`config.mk`:
```
export PLATFORM = sky130hd
export DESIGN_NAME = dual_timer_periph
export DESIGN_NICKNAME = d
export VERILOG_FILES = /design/src/rtl/dtmr_pkg.sv /design/src/rtl/edge_sync.sv /design/src/rtl/up_counter.sv /design/src/rtl/dual_timer_periph.sv
export SDC_FILE = /design/constraint.sdc
export NUM_CORES = 1
export LEC_CHECK = 0
export ABC_AREA = 1
export ABC_CLOCK_PERIOD_IN_PS = 1600
export BUFFER_PORTS_ARGS = -buffer_cell sky130_fd_sc_hd__buf_4
export CAP_MARGIN = 20
export CORE_MARGIN = 2
export CORE_UTILIZATION = 50
export DETAILED_ROUTE_END_ITERATION = 8
export GPL_TIMING_DRIVEN = 0
export PLACE_DENSITY = 0.68
export SLEW_MARGIN = 20
export SYNTH_ARGS = -nofsm -noshare
export SYNTH_HDL_FRONTEND = slang
export SYNTH_SLANG_ARGS = --single-unit
```
`constraint.sdc`:
```
create_clock -name clk_i -period 1.6 [get_ports clk_i]
set_input_delay 0.32 -clock clk_i [delete_from_list [all_inputs] [get_ports clk_i]]
set_output_delay 0.32 -clock clk_i [all_outputs]
set_load 0.02 [all_outputs]
```
`src/rtl/dtmr_pkg.sv`:
```
package dtmr_pkg;
  localparam int ADDR_W = 4;
  localparam logic [ADDR_W-1:0] A_CTRL  = 4'h7;
  localparam logic [ADDR_W-1:0] A_T1_LO = 4'h8;
  localparam logic [ADDR_W-1:0] A_T1_HI = 4'h9;
  localparam logic [ADDR_W-1:0] A_T0    = 4'hA;

  typedef struct packed {
    logic t1_ext;
    logic rsvd;
    logic t1_sys;
    logic t0_sys;
    logic t1_fall;
    logic t0_fall;
    logic t1_en;
    logic t0_en;
  } ctrl_t;

  localparam logic [7:0] CTRL_WMASK = 8'hBF;
endpackage

```
`src/rtl/edge_sync.sv`:
```
module edge_sync #(
  parameter int STAGES = 2
) (
  input  logic clk_i,
  input  logic rst_ni,
  input  logic async_i,
  output logic rise_o,
  output logic fall_o
);
  logic [STAGES:0] sh_q;

  always_ff @(posedge clk_i or negedge rst_ni) begin
    if (!rst_ni) sh_q <= '0;
    else         sh_q <= {sh_q[STAGES-1:0], async_i};
  end

  // sh_q[STAGES] is the previous synchronized sample
  assign rise_o = sh_q[STAGES-1] & ~sh_q[STAGES];
  assign fall_o = ~sh_q[STAGES-1] & sh_q[STAGES];
endmodule

```
`src/rtl/up_counter.sv`:
```
module up_counter #(
  parameter int W = 8
) (
  input  logic         clk_i,
  input  logic         rst_ni,
  input  logic         load_i,
  input  logic [W-1:0] load_val_i,
  input  logic         tick_i,
  output logic [W-1:0] cnt_o,
  output logic         ovf_o
);
  localparam logic [W-1:0] ALL_ONES = '1;

  logic [W-1:0] pre_q, cnt_q;
  logic         ovf_q;
  logic         wrap;

  assign wrap = tick_i & (cnt_q == ALL_ONES);

  always_ff @(posedge clk_i or negedge rst_ni) begin
    if (!rst_ni) begin
      pre_q <= '0;
      cnt_q <= '0;
      ovf_q <= 1'b0;
    end else begin
      ovf_q <= wrap & ~load_i;
      if (load_i) begin
        pre_q <= load_val_i;
        cnt_q <= load_val_i;
      end else if (wrap) begin
        cnt_q <= pre_q;
      end else if (tick_i) begin
        cnt_q <= cnt_q + 1'b1;
      end
    end
  end

  assign cnt_o = cnt_q;
  assign ovf_o = ovf_q;
endmodule

```
`src/rtl/dual_timer_periph.sv`:
```
module dual_timer_periph
  import dtmr_pkg::*;
#(
  parameter int DATA_W      = 8,
  parameter int SYNC_STAGES = 2
) (
  input  logic              clk_i,
  input  logic              rst_ni,
  input  logic [ADDR_W-1:0] addr_i,
  input  logic              wr_en_i,
  input  logic              rd_en_i,
  input  logic [DATA_W-1:0] wdata_i,
  output logic [DATA_W-1:0] rdata_o,
  input  logic              ref_clk_i,
  input  logic              ext_clk_i,
  output logic              irq_t0_o,
  output logic              irq_t1_o
);
  localparam int T0_W = DATA_W;
  localparam int T1_W = 2 * DATA_W;

  ctrl_t             ctrl_q;
  logic [DATA_W-1:0] lo_buf_q;
  logic [T0_W-1:0]   cnt0;
  logic [T1_W-1:0]   cnt1;
  logic ref_rise, ref_fall, ext_rise, ext_fall;
  logic tick0, tick1, ref_edge0, ref_edge1, ext_edge1;
  logic wr_ctrl, wr_lo, wr_hi, wr_t0, rd_hi;

  assign wr_ctrl = wr_en_i & (addr_i == A_CTRL);
  assign wr_lo   = wr_en_i & (addr_i == A_T1_LO);
  assign wr_hi   = wr_en_i & (addr_i == A_T1_HI);
  assign wr_t0   = wr_en_i & (addr_i == A_T0);
  assign rd_hi   = rd_en_i & (addr_i == A_T1_HI);

  edge_sync #(.STAGES(SYNC_STAGES)) u_ref_sync (
    .clk_i(clk_i), .rst_ni(rst_ni), .async_i(ref_clk_i),
    .rise_o(ref_rise), .fall_o(ref_fall));

  edge_sync #(.STAGES(SYNC_STAGES)) u_ext_sync (
    .clk_i(clk_i), .rst_ni(rst_ni), .async_i(ext_clk_i),
    .rise_o(ext_rise), .fall_o(ext_fall));

  always_ff @(posedge clk_i or negedge rst_ni) begin
    if (!rst_ni)      ctrl_q <= '0;
    else if (wr_ctrl) ctrl_q <= ctrl_t'(wdata_i & CTRL_WMASK);
  end

  // write to the holding register wins over a snapshot
  always_ff @(posedge clk_i or negedge rst_ni) begin
    if (!rst_ni)    lo_buf_q <= '0;
    else if (wr_lo) lo_buf_q <= wdata_i;
    else if (rd_hi) lo_buf_q <= cnt1[DATA_W-1:0];
  end

  assign ref_edge0 = ctrl_q.t0_fall ? ref_fall : ref_rise;
  assign ref_edge1 = ctrl_q.t1_fall ? ref_fall : ref_rise;
  assign ext_edge1 = ctrl_q.t1_fall ? ext_fall : ext_rise;

  assign tick0 = ctrl_q.t0_en & (ctrl_q.t0_sys | ref_edge0);
  assign tick1 = ctrl_q.t1_en &
                 (ctrl_q.t1_ext ? ext_edge1 : (ctrl_q.t1_sys | ref_edge1));

  up_counter #(.W(T0_W)) u_t0 (
    .clk_i(clk_i), .rst_ni(rst_ni), .load_i(wr_t0), .load_val_i(wdata_i),
    .tick_i(tick0), .cnt_o(cnt0), .ovf_o(irq_t0_o));

  up_counter #(.W(T1_W)) u_t1 (
    .clk_i(clk_i), .rst_ni(rst_ni), .load_i(wr_hi),
    .load_val_i({wdata_i, lo_buf_q}),
    .tick_i(tick1), .cnt_o(cnt1), .ovf_o(irq_t1_o));

  always_comb begin
    unique case (addr_i)
      A_CTRL:  rdata_o = ctrl_q;
      A_T1_LO: rdata_o = lo_buf_q;
      A_T1_HI: rdata_o = cnt1[T1_W-1:DATA_W];
      A_T0:    rdata_o = cnt0;
      default: rdata_o = '0;
    endcase
  end
endmodule

```
==> results.md, run 1 <==
- Synthesized flop and latch total: ~70
- Total power: 7.26 mW
- Initial antenna violation count: 0
- Seq/Total Area, Yosys: 45.5%
- H-tree levels: 3
- GRT busiest layer: met2
- DP HPWL: 7800 um
- CTS tree: done
- Syn_area_per_cell: 7.29 um2
- PD cells: 1340 mW/mm2
- DR pass1 iterations: 5
- Post-Synth XOR/XNOR Area: 2.24%
- Rel. slew slack: 40.5%
- F_max: 584 MHz
- Status: complete, but fails checks
- Nets: 641
- CP dominant cell by count: o21ai_1
- Via count: a little over 4000
- Final Max Tran Viols: 0
- Synth Warn #: 0
- RePlAce Congestion: between 0.9 and 1
- WP data required: 1280 ps
- Layout Skew: 9.30 ps
- Initial core utilization: 51.1%
- Met3 Use GR: approximately 7.9%
- Die height: 92.4 um
- First-pass GRT wire length: ~18000 um
- CTS Sinks: 71
- WL final: 12300 um
- Synth Area in Adders: 0.641%
- Placement Setup Slack: -461 ps
- Worst slew pin tran: 893 ps
- Vias in the first global route: 3623
- Critical path arrival: 1390 ps
- Max cap viols: 0
- Total track usage: 27.4%
- Routed WL per cell: about 17 um
- Setup Total Neg Slack: -879 ps
- Synth Area in Simple Gates: a little under a third
- Clk_lat worst skew: 360 ps
- Clk slew on worst S/H paths: roughly 80 ps
- ANT nets after route: 0
- Worst Path Max Fanout: 5
- Largest net degree at the start of global routing: 72
- ANT cells: 0
- Failing checks: setup timing
- CTS max path bufs: 2
- Synthesized instance count: between 500 and 600
- Die ar.: 0.00854 mm2
- Critical path's slowest cell: nor3_4
- Net count after synthesis: roughly 560
- Period utilization: 107%
- Number of port buffers: 27
- Met1 usage: 38.0%
- Drt via density: approximately 5.6
- HP Class: in2reg
- Io pins: 28
- Die Wd: 92.4 um
- Largest family of logic cells by synthesized area: simple AND/OR/NAND/NOR gates
- Min Tclk post-route: approximately 1700 ps
- Netlist Area Pre-Place: 0.00391 mm2
- Residual DRC count: 0
- P_leak: 2.76 nW
- Share of cells above drive strength 1: 32.3%
- Max incr delay on CP: 220 ps
- CP Launch Type: primary input
- Cell Rows: 32
- Post-synthesis compound-gate area fraction: 11.9%
- Core Area: 0.00765 mm2
- Final Hold Viols: 0
- Multiplexer share of the synthesized area: 0.577%
- Iter 0 DRT Violations: 395
- Crit Path Class: in2out
- Area growth syn-to-layout: 38.2%
- Grt met2 use: 41.2%
- Clock root cell: clkbuf_8
- PnR worst setup slack: -113 ps
- Worst vdd ir: 0.638 mV
- Setup-failing EPs final: 16
- Unique masters post-synth: 29
- Worst path cell trace: buf_12 -> buf_6 -> nor3_4 -> inv_2 -> o21ai_1 -> a21oi_1 -> o21ai_1 -> buf_4
- RSZ-0062 raised after global routing: yes
- Total CTS buffers: 9
- GRT overflow: 0
- CP Capture Type: output port
==> cell families (layout without fill, tap and decap cells) <==
family | after synthesis | in the layout
AOI/OAI and AO/OA | 87 | 87
xor gates and xnor gates | 10 | 10
adders and majority gates | 2 | 2
buffers and inverters | 84 | 172
DFF | 71 | 71
muxes | 2 | 2
and+or+nand+nor | 280 | 282
==> sequential cells by signal (all words and copies together) (netlist names) <==
name and flops:
ctrl_q 7, lo_buf_q 8, u_ext_sync.sh_q 3, u_ref_sync.sh_q 3, u_t0.cnt_o 8, u_t0.ovf_o 1
u_t0.pre_q 8, u_t1.cnt_o 16, u_t1.ovf_o 1, u_t1.pre_q 16
==> through the flow <==
stage	hold WS, ps	cell area (um2)	utilization, %	instances
6_report	57.7	5400	70.6	728
5_1_grt	42.2	5400	70.6	728
4_1_cts	56.8	4770	62.4	699
3_5_place_dp	337	4240	55.4	665
3_3_place_gp	340	4240	55.4	665
2_1_floorplan	24.4	3910	-	536
==> layer usage <==
| metal | share of wire, % | routed length [um] | up-vias |
|---|---|---|---|
| li1 | - | - | 1904 |
| met1 | 42 | 5150 | 1919 |
| met2 | 47 | 5780 | 227 |
| met3 | 8.7 | 1070 | 43 |
| met4 | 2.8 | 346 | 0 |
| met5 | 0 | 0 | - |
==> timing repair <==
item                                    in CTS  in global routing
hold buffers                                 0                  0
buffers inserted                            19                 28
cloned                                       0                  2
endpoints found under the setup margin      34                 32
hold endpoints to repair                     0                  0
gates resized for setup                     59                115
pin swaps                                   10                 44
==> critical path, delay by kind of cell <==
family	cells	cell delay (ps)
compound gates	3	350
simple gates	1	220
buf+inv	4	500
==> worst paths after layout <==
path,slack (ps),depth (start not counted),to,start
setup / recovery,-110,8,rdata_o[7],addr_i[1]
hold / removal,60,1,u_ref_sync.sh_q[0]$_DFF_PN0_,ref_clk_i
setup reg to reg,-70,7,u_t1.cnt_o[0]$_DFFE_PN0P_,u_t1.cnt_o[12]$_DFFE_PN0P_
hold reg to reg,360,0,u_ext_sync.sh_q[1]$_DFF_PN0_,u_ext_sync.sh_q[0]$_DFF_PN0_
max in group asynchronous,900,1,ctrl_q[3]$_DFFE_PN0P_,rst_ni
min in group asynchronous,80,1,u_t1.cnt_o[11]$_DFFE_PN0P_,rst_ni
==> layout by cell type, fill, tap and decap left out, types with 2 or more instances in the layout <==
cell type and n:
dfrtp_2 5, inv_1 56, a21oi_1 13, buf_6 17, o21bai_1 3, clkbuf_1 2, clkinv_2 3, buf_2 4
bufinv_16 2, nand2_1 143, nor2_1 42, clkbuf_8 10, o2111ai_2 3, nand4_1 9, inv_4 4, nand3b_1 5
a211oi_1 3, o21ai_2 7, o21ai_0 37, dfrtp_1 66, a21oi_2 6, nand3_2 10, nor2_4 7, xor2_1 9
nand3_4 8, o21ai_1 14, buf_4 56, buf_12 3, mux2_2 2, nor3_4 5, inv_2 11, nand3_1 19
nand2_4 11, nand2_2 9, nor2_2 10
==> synth_stat cells <==
cell,number,area (um2)
nand2_1,159,597
dfrtp_1,71,1780
inv_1,69,259
nor2_1,59,221
o21ai_0,56,280
nand3_1,36,180
a21oi_1,19,95.1
nand4_1,9,56.3
xor2_1,9,78.8
buf_2,6,30.0
nand3b_1,5,37.5
clkbuf_1,4,15.0
nand2_2,4,25.0
a211oi_1,3,22.5
inv_2,3,11.3
nor3_1,3,15.0
o2111ai_1,3,26.3
o21bai_1,3,22.5
ha_1,2,25.0
mux2_2,2,22.5
nor3_4,2,32.5
o21ai_1,2,10.0
buf_4,1,7.51
clkinv_1,1,3.75
nor3_2,1,10.0
nor4_4,1,21.3
o221ai_1,1,8.76
or2_2,1,6.26
xnor2_1,1,8.76
==> area by class of cell <==
cell class	instances	area, um2
Buffer	10	58.8
Clock buffer	10	138
Multi-Input combinational cell	383	2270
Inverter	73	292
Sequential cell	71	1780
Fill cell	563	2250
Timing Repair Buffer	73	646
Tap cell	102	128
Clock inverter	6	83.8
==> power breakdown <==
| part | switching (mW) | internal [mW] | leakage, nW |
|---|---|---|---|
| Combinational | 1.64 | 1.12 | 1.80 |
| Clock | 0.730 | 0.915 | 0.116 |
| Sequential | 0.557 | 2.30 | 0.842 |
| Total | 2.93 | 4.33 | 2.76 |
Note: power is estimated with default switching activity, not from simulation.
==> inputs of run 2 (changes only) <==
--- a/config.mk
+++ b/config.mk
@@ -6,14 +6,15 @@
 export NUM_CORES = 1
 export LEC_CHECK = 0
 export ABC_AREA = 1
-export ABC_CLOCK_PERIOD_IN_PS = 1600
+export ABC_CLOCK_PERIOD_IN_PS = 2000
 export BUFFER_PORTS_ARGS = -buffer_cell sky130_fd_sc_hd__buf_4
 export CAP_MARGIN = 20
 export CORE_MARGIN = 2
 export CORE_UTILIZATION = 50
+export CTS_BUF_LIST = sky130_fd_sc_hd__clkbuf_4 sky130_fd_sc_hd__clkbuf_8 sky130_fd_sc_hd__clkbuf_16
 export DETAILED_ROUTE_END_ITERATION = 8
 export GPL_TIMING_DRIVEN = 0
-export PLACE_DENSITY = 0.68
+export PLACE_DENSITY = 0.65
 export SLEW_MARGIN = 20
 export SYNTH_ARGS = -nofsm -noshare
 export SYNTH_HDL_FRONTEND = slang
==> constraint.sdc (replaced) <==
create_clock -name clk_i -period 2 [get_ports clk_i]
set_input_delay 0.4 -clock clk_i [delete_from_list [all_inputs] [get_ports clk_i]]
set_output_delay 0.4 -clock clk_i [all_outputs]
set_load 0.02 [all_outputs]
==> run 2 against run 1 <==
The run now ends clean. Cell area down 16%. Clock power down 34%. Clock skew down 1.8 ps. Worst setup slack better by 210 ps. Sequential share of layout area up 6.4 points. Combinational power down 44%. Core utilization down 12 points. Total power down 33%. Count of clock-buffer cells in the layout up 1. Cell count down 5.9%. First-iteration DRC count down 42%. Sequential cell count unchanged. Critical path type unchanged. Critical endpoint is now rdata_o[5].
==> results.md, run 2 (synthesis results as in run 1) <==
- Placement Setup Slack: -176 ps (+285 ps)
- Nets: 598 (-6.7%)
- Period utilization: 95.4%
- PD cells: 1080 mW/mm2 (-20%)
- Worst path cell trace: buf_6 -> inv_2 -> nor4_4 -> buf_4 -> nand2_1 -> o21ai_0 -> a21oi_1 -> o21ai_0 -> buf_4
- Max cap viols: 0 (unchanged)
- DR pass1 iterations: 5 (unchanged)
- CTS Sinks: 71 (unchanged)
- ANT cells: 0 (unchanged)
- CP Launch Type: primary input
- Via count: 3658 (-11%)
- WP data required: 1600 ps (+320 ps)
- Critical path arrival: 1510 ps (+120 ps)
- Fillers: 755 (+34%)
- F_max: 524 MHz
- First-pass GRT wire length: 17700 um (-1.3%)
- ANT nets after route: 0 (unchanged)
- P_leak: 2.36 nW (-15%)
- Crit Path Class: in2out
- GRT overflow: 0 (unchanged)
- Cell Rows: 32 (unchanged)
- Routed WL per cell: 15.8 um (-6.8%)
- Total track usage: 27.1% (-0.28 points)
- Flop pwr share: 45.7% (+6.4 points)
- Final hold slack: 149 ps (+91.4 ps)
- Layout Skew: 7.49 ps (-1.82 ps)
- Area growth syn-to-layout: 15.5%
- Die height: 92.4 um (unchanged)
- Most frequent cells in the layout: 156 x nand2_1, 71 x dfrtp_1, 66 x inv_1, 54 x nor2_1, 53 x o21ai_0
- Rel. slew slack: 39.3% (-1.2 points)
- Die ar.: 0.00854 mm2 (unchanged)
- CTS tree: done
- Initial antenna violation count: 0 (unchanged)
- Final Hold Viols: 0 (unchanged)
- Critical path's slowest cell: nor4_4
- RSZ-0062 raised after global routing: no
- Int Pwr: 2.91 mW (-33%)
- Total power: 4.85 mW (-33%)
- Vias in the first global route: 3494 (-3.6%)
- NetSw: 1.94 mW (-34%)
- H-tree levels: 3 (unchanged)
- Leading cell type in the layout, fill and taps excluded: nand2_1
- Min Tclk post-route: approximately 1900 ps
- HP Class: in2reg
- Initial core utilization: 51.1% (unchanged)
- CTS max path bufs: 2 (unchanged)
- CP Buf/Inv Count: 4 (unchanged)
- Share of cells above drive strength 1: 14.1% (-18 points)
- Clock Power Share: 22.4% (-0.3 points)
- Worst vdd ir: 0.420 mV (-34%)
- Status: finished, final reports clean
- PnR worst setup slack: 92.9 ps (+206 ps)
- Iter 0 DRT Violations: 231 (-42%)
- Worst Path Max Fanout: 8 (+3)
- Die Wd: 92.4 um (unchanged)
- Residual DRC count: 0 (unchanged)
- Clk_lat worst skew: 350 ps (about the same)
- CP delay by family, top: buffers and inverters
- Final Max Tran Viols: 0 (unchanged)
- Number of port buffers: 27 (unchanged)
- CP Capture Type: output port
- Io pins: 28 (unchanged)
- Final core occ: 59.0% (-12 points)
- Largest net degree at the start of global routing: 72 (unchanged)
- Max incr delay on CP: 260 ps (+40 ps)
- WL final: 10800 um (-12%)
- Worst slew pin tran: 911 ps (+17.7 ps)
- Clk slew on worst S/H paths: 80 ps (about the same)
- Comb pwr share: 31.8% (-6.2 points)
- DP HPWL: 7920 um (+1.6%)
- Setup-failing EPs final: 0 (-16)
- Sw Share: 40.0% (-0.40 points)
- Drt via density: 5.34 (-5.0%)
- Total CTS buffers: 9 (unchanged)
- Core Area: 0.00765 mm2 (unchanged)
- RePlAce Congestion: 0.919 (+0.69%)
- Clock root cell: clkbuf_8
run 2: final cells by class:
cell class | count | area [um2] | area share [%]
Buffer | 11 | 55.1 | 1.22
Clock buffer | 11 | 151 | 3.36
Clock inverter | 5 | 31.3 | 0.693
Inverter | 73 | 274 | 6.07
Multi-Input combinational cell | 381 | 1860 | 41.2
Sequential cell | 71 | 1780 | 39.4
Tap cell | 102 | 128 | 2.83
Timing Repair Buffer | 31 | 236 | 5.24
run 2: power groups by stage:
stage,Sequential (mW),Combinational (mW),Clock (mW)
after detailed placement,2.23,1.49,0
after global routing,2.26,1.77,1.17
final,2.22,1.55,1.09
after floorplan,2.10,1.11,0
after global placement,2.23,1.46,0
after CTS,2.20,1.51,1.11
run 2: worst reg2reg max path, stage by stage, from the launching register on:
cell	delay, ps
dfrtp_1	400
ha_1	230
nand3_2	130
inv_1	100
nand3_1	140
nor2_2	150
buf_4	200
inv_1	110
nor2_1	120
nor2_1	90
a21oi_1	130
run 2: final timing paths:
check | to | slack, ps | cells past startpoint | startpoint
hold reg to reg | u_ref_sync.sh_q[1]$_DFF_PN0_ | 360 | 0 | u_ref_sync.sh_q[0]$_DFF_PN0_
max in group asynchronous | u_t0.pre_q[2]$_DFFE_PN0P_ | 1220 | 1 | rst_ni
setup / recovery | rdata_o[5] | 90 | 9 | addr_i[1]
min in group asynchronous | u_t1.cnt_o[7]$_DFFE_PN0P_ | 170 | 1 | rst_ni
setup reg to reg | u_t1.cnt_o[3]$_DFFE_PN0P_ | 140 | 10 | u_t1.cnt_o[1]$_DFFE_PN0P_
hold / removal | u_ext_sync.sh_q[0]$_DFF_PN0_ | 150 | 1 | ext_clk_i
run 2: routing by layer:
metal,track usage (%),share of wire [%]
met1,37.0,47
met5,0,0
met3,4.23,4.6
met4,11.6,3.2
met2,43.2,45
run 2: through the flow:
stage / instance area [um2] / cells / setup TNS [ps]
finish: 4510 / 685 / 0
floorplan: 3910 / 536 / 0
CTS: 4450 / 682 / 0
detailed placement: 4240 / 665 / -1690
global placement: 4240 / 665 / -1130
global route: 4510 / 685 / 0
run 2: what timing repair did:
item                                    in CTS  in global routing
hold buffers                                 0                  0
pin swaps                                    1                  3
resized for setup                            7                 17
endpoints found under the setup margin       9                 27
buffers inserted                             1                  3
==> inputs of run 3 (changes only) <==
--- a/config.mk
+++ b/config.mk
@@ -14,7 +14,7 @@
 export CTS_BUF_LIST = sky130_fd_sc_hd__clkbuf_4 sky130_fd_sc_hd__clkbuf_8 sky130_fd_sc_hd__clkbuf_16
 export DETAILED_ROUTE_END_ITERATION = 8
 export GPL_TIMING_DRIVEN = 0
-export PLACE_DENSITY = 0.65
+export PLACE_DENSITY = 0.75
 export SLEW_MARGIN = 20
 export SYNTH_ARGS = -nofsm -noshare
 export SYNTH_HDL_FRONTEND = slang
==> run 3 against run 2 <==
Hold slack improved by 2.7 ps. Largest cell class unchanged. Cell count is 0.29% lower. Non-clock buffer count decreased by 2. Combinational power is essentially flat. Critical endpoint is now rdata_o[7]. Cell area up 0.14%. Critical path depth shrank 4.
==> results.md, run 3 (synthesis results as in run 1) <==
- HP Class: in2reg
- Initial core utilization: 51.1% (unchanged)
- Max cap viols: 0 (unchanged)
- Total CTS buffers: 9 (unchanged)
- Clk_lat worst skew: 350 ps (about the same)
- Largest net degree at the start of global routing: 72 (unchanged)
- Total track usage: 26.2% (-0.90 points)
- Setup Total Neg Slack: 0 ps (unchanged)
- Final hold slack: 152 ps (+2.66 ps)
- F_max: 511 MHz (-2.5%)
- Status: finished, final reports clean
- CP Buf/Inv Count: 2 (-2)
- Most frequent cells in the layout: 156 x nand2_1, 71 x dfrtp_1, 67 x inv_1, 57 x nor2_1, 50 x o21ai_0
- Final non-filler cell total: 683 (-0.29%)
- Number of port buffers: 27 (unchanged)
- CP Capture Type: output port
- Clk slew on worst S/H paths: 80 ps (about the same)
- CP delay by family, top: compound AO/OA/AOI/OAI gates
- WP data required: 1600 ps (about the same)
- Max incr delay on CP: 400 ps (+140 ps)
- Dpl cells: 665 (unchanged)
- Worst path cell trace: inv_1 -> o21ai_0 -> a21oi_1 -> o21ai_0 -> buf_4
- Drt via density: 5.40 (+1.1%)
- CTS Sinks: 71 (unchanged)
- Die Wd: 92.4 um (unchanged)
- Core Area: 0.00765 mm2 (unchanged)
- Placement Setup Slack: -206 ps (-29.7 ps)
- CP dominant cell by count: o21ai_0
- Io pins: 28 (unchanged)
- WL final: 10500 um (-3.1%)
- CP Launch Type: flop
- RSZ-0062 raised after global routing: yes
- Crit Path Class: reg2out
- First-pass GRT wire length: 17200 um (-3.0%)
- Finished Cell Area: 0.00452 mm2 (+0.14%)
- CTS max path bufs: 2 (unchanged)
- PnR worst setup slack: 44.3 ps (-48.6 ps)
- Area growth syn-to-layout: 15.7%
- Critical path arrival: 1560 ps (+50 ps)
- P_leak: 2.35 nW (-0.13%)
- CTS tree: done
- H-tree levels: 3 (unchanged)
- ANT cells: 0 (unchanged)
- DR pass1 iterations: 5 (unchanged)
- Total power: 5.01 mW (+3.1%)
- Worst Path Max Fanout: 3 (-5)
- Vias in the first global route: 3441 (-1.5%)
- Nets: 596 (-0.33%)
- Die ar.: 0.00854 mm2 (unchanged)
- Iter 0 DRT Violations: 350 (+52%)
- Layout Skew: 5.69 ps (-1.80 ps)
- Final Max Tran Viols: 0 (unchanged)
- Cell Rows: 32 (unchanged)
- PD cells: 1110 mW/mm2 (+3.0%)
- Critical path's slowest cell: dfrtp_1
- Setup-failing EPs final: 0 (unchanged)
- Die height: 92.4 um (unchanged)
- Routed WL per cell: 15.4 um (-2.8%)
- ANT nets after route: 0 (unchanged)
- Rel. slew slack: 39.7% (+0.41 points)
- Worst slew pin tran: 904 ps (-6.21 ps)
- Min Tclk post-route: 1960 ps (+48.6 ps)
- Initial antenna violation count: 0 (unchanged)
- Leading cell type in the layout, fill and taps excluded: nand2_1
- Final core occ: 59.1% (+0.082 points)
- Via count: 3686 (+0.77%)
- RePlAce Congestion: 0.875 (-4.8%)
- Area after DPL: 0.00424 mm2 (unchanged)
- Period utilization: 97.8% (+2.4 points)
- Worst vdd ir: 0.550 mV (+31%)
- GRT overflow: 0 (unchanged)
- DP HPWL: 7710 um (-2.7%)
- Final Hold Viols: 0 (unchanged)
- Residual DRC count: 0 (unchanged)
- Share of cells above drive strength 1: 13.1% (-0.98 points)
- Clock root cell: clkbuf_8
-- run 3: changes by cell type in the layout (fill, tap and decap cells not counted), moves of 2 or more --
cell | previous run | this run
nor2_1 | 54 | 57
o21ai_1 | 5 | 8
clkinv_2 | 3 | 0
o21ai_0 | 53 | 50
buf_4 | 32 | 30
clkinvlp_4 | 1 | 3
nor2_2 | 4 | 1
-- run 3: power breakdown --
part           leakage, nW  switching [mW]  total (mW)  internal (mW)
clock network        0.101           0.564        1.24          0.678
registers            0.847           0.394        2.22           1.83
logic                 1.41           0.975        1.54          0.566
total                 2.35            1.93        5.01           3.07
-- run 3: worst register-to-register path, cell delays in order, from the launching register on --
cell      delay, ps
dfrtp_1         440
nand3b_1        180
nand3_1         110
inv_1            50
nor2_1          390
nand2_1         250
o21ai_0         250
nand2_1          80
nand2_1          70
-- run 3: metal layers --
| metal | up-vias | global-route usage, % | share of wire [%] |
|---|---|---|---|
| met1 | 1735 | 37.5 | 46 |
| met3 | 14 | 4.07 | 5.8 |
| met5 | - | 0 | 0 |
| met2 | 141 | 41.2 | 47 |
| met4 | 0 | 8.58 | 1.7 |
| li1 | 1796 | - | - |
-- run 3: worst paths after layout --
| check | slack [ps] | startpoint | to | depth (start not counted) |
|---|---|---|---|---|
| setup / recovery | 40 | u_t1.cnt_o[15]$_DFFE_PN0P_ | rdata_o[7] | 5 |
| hold / removal | 150 | ext_clk_i | u_ext_sync.sh_q[0]$_DFF_PN0_ | 1 |
| setup reg to reg | 130 | ctrl_q[3]$_DFFE_PN0P_ | u_t1.cnt_o[6]$_DFFE_PN0P_ | 8 |
| hold reg to reg | 360 | u_ext_sync.sh_q[0]$_DFF_PN0_ | u_ext_sync.sh_q[1]$_DFF_PN0_ | 0 |
| max in group asynchronous | 1240 | rst_ni | u_t0.pre_q[1]$_DFFE_PN0P_ | 1 |
| min in group asynchronous | 160 | rst_ni | u_t1.cnt_o[11]$_DFFE_PN0P_ | 1 |
-- run 3: repair_timing --
action,CTS,global route
buffers inserted,2,0
pin swaps,2,2
setup endpoints to repair,7,24
resized for setup,5,17
hold buffers,0,0
-- run 3: final cells by class --
cell class              count  area [um2]
clock inverters             4        52.6
plain buffers              11        58.8
multi-input cells         381        1850
flip-flops and latches     71        1780
repair buffers             29         218
fillers                   696        3130
clock buffers              12         165
inverters                  73         274
well taps                 102         128
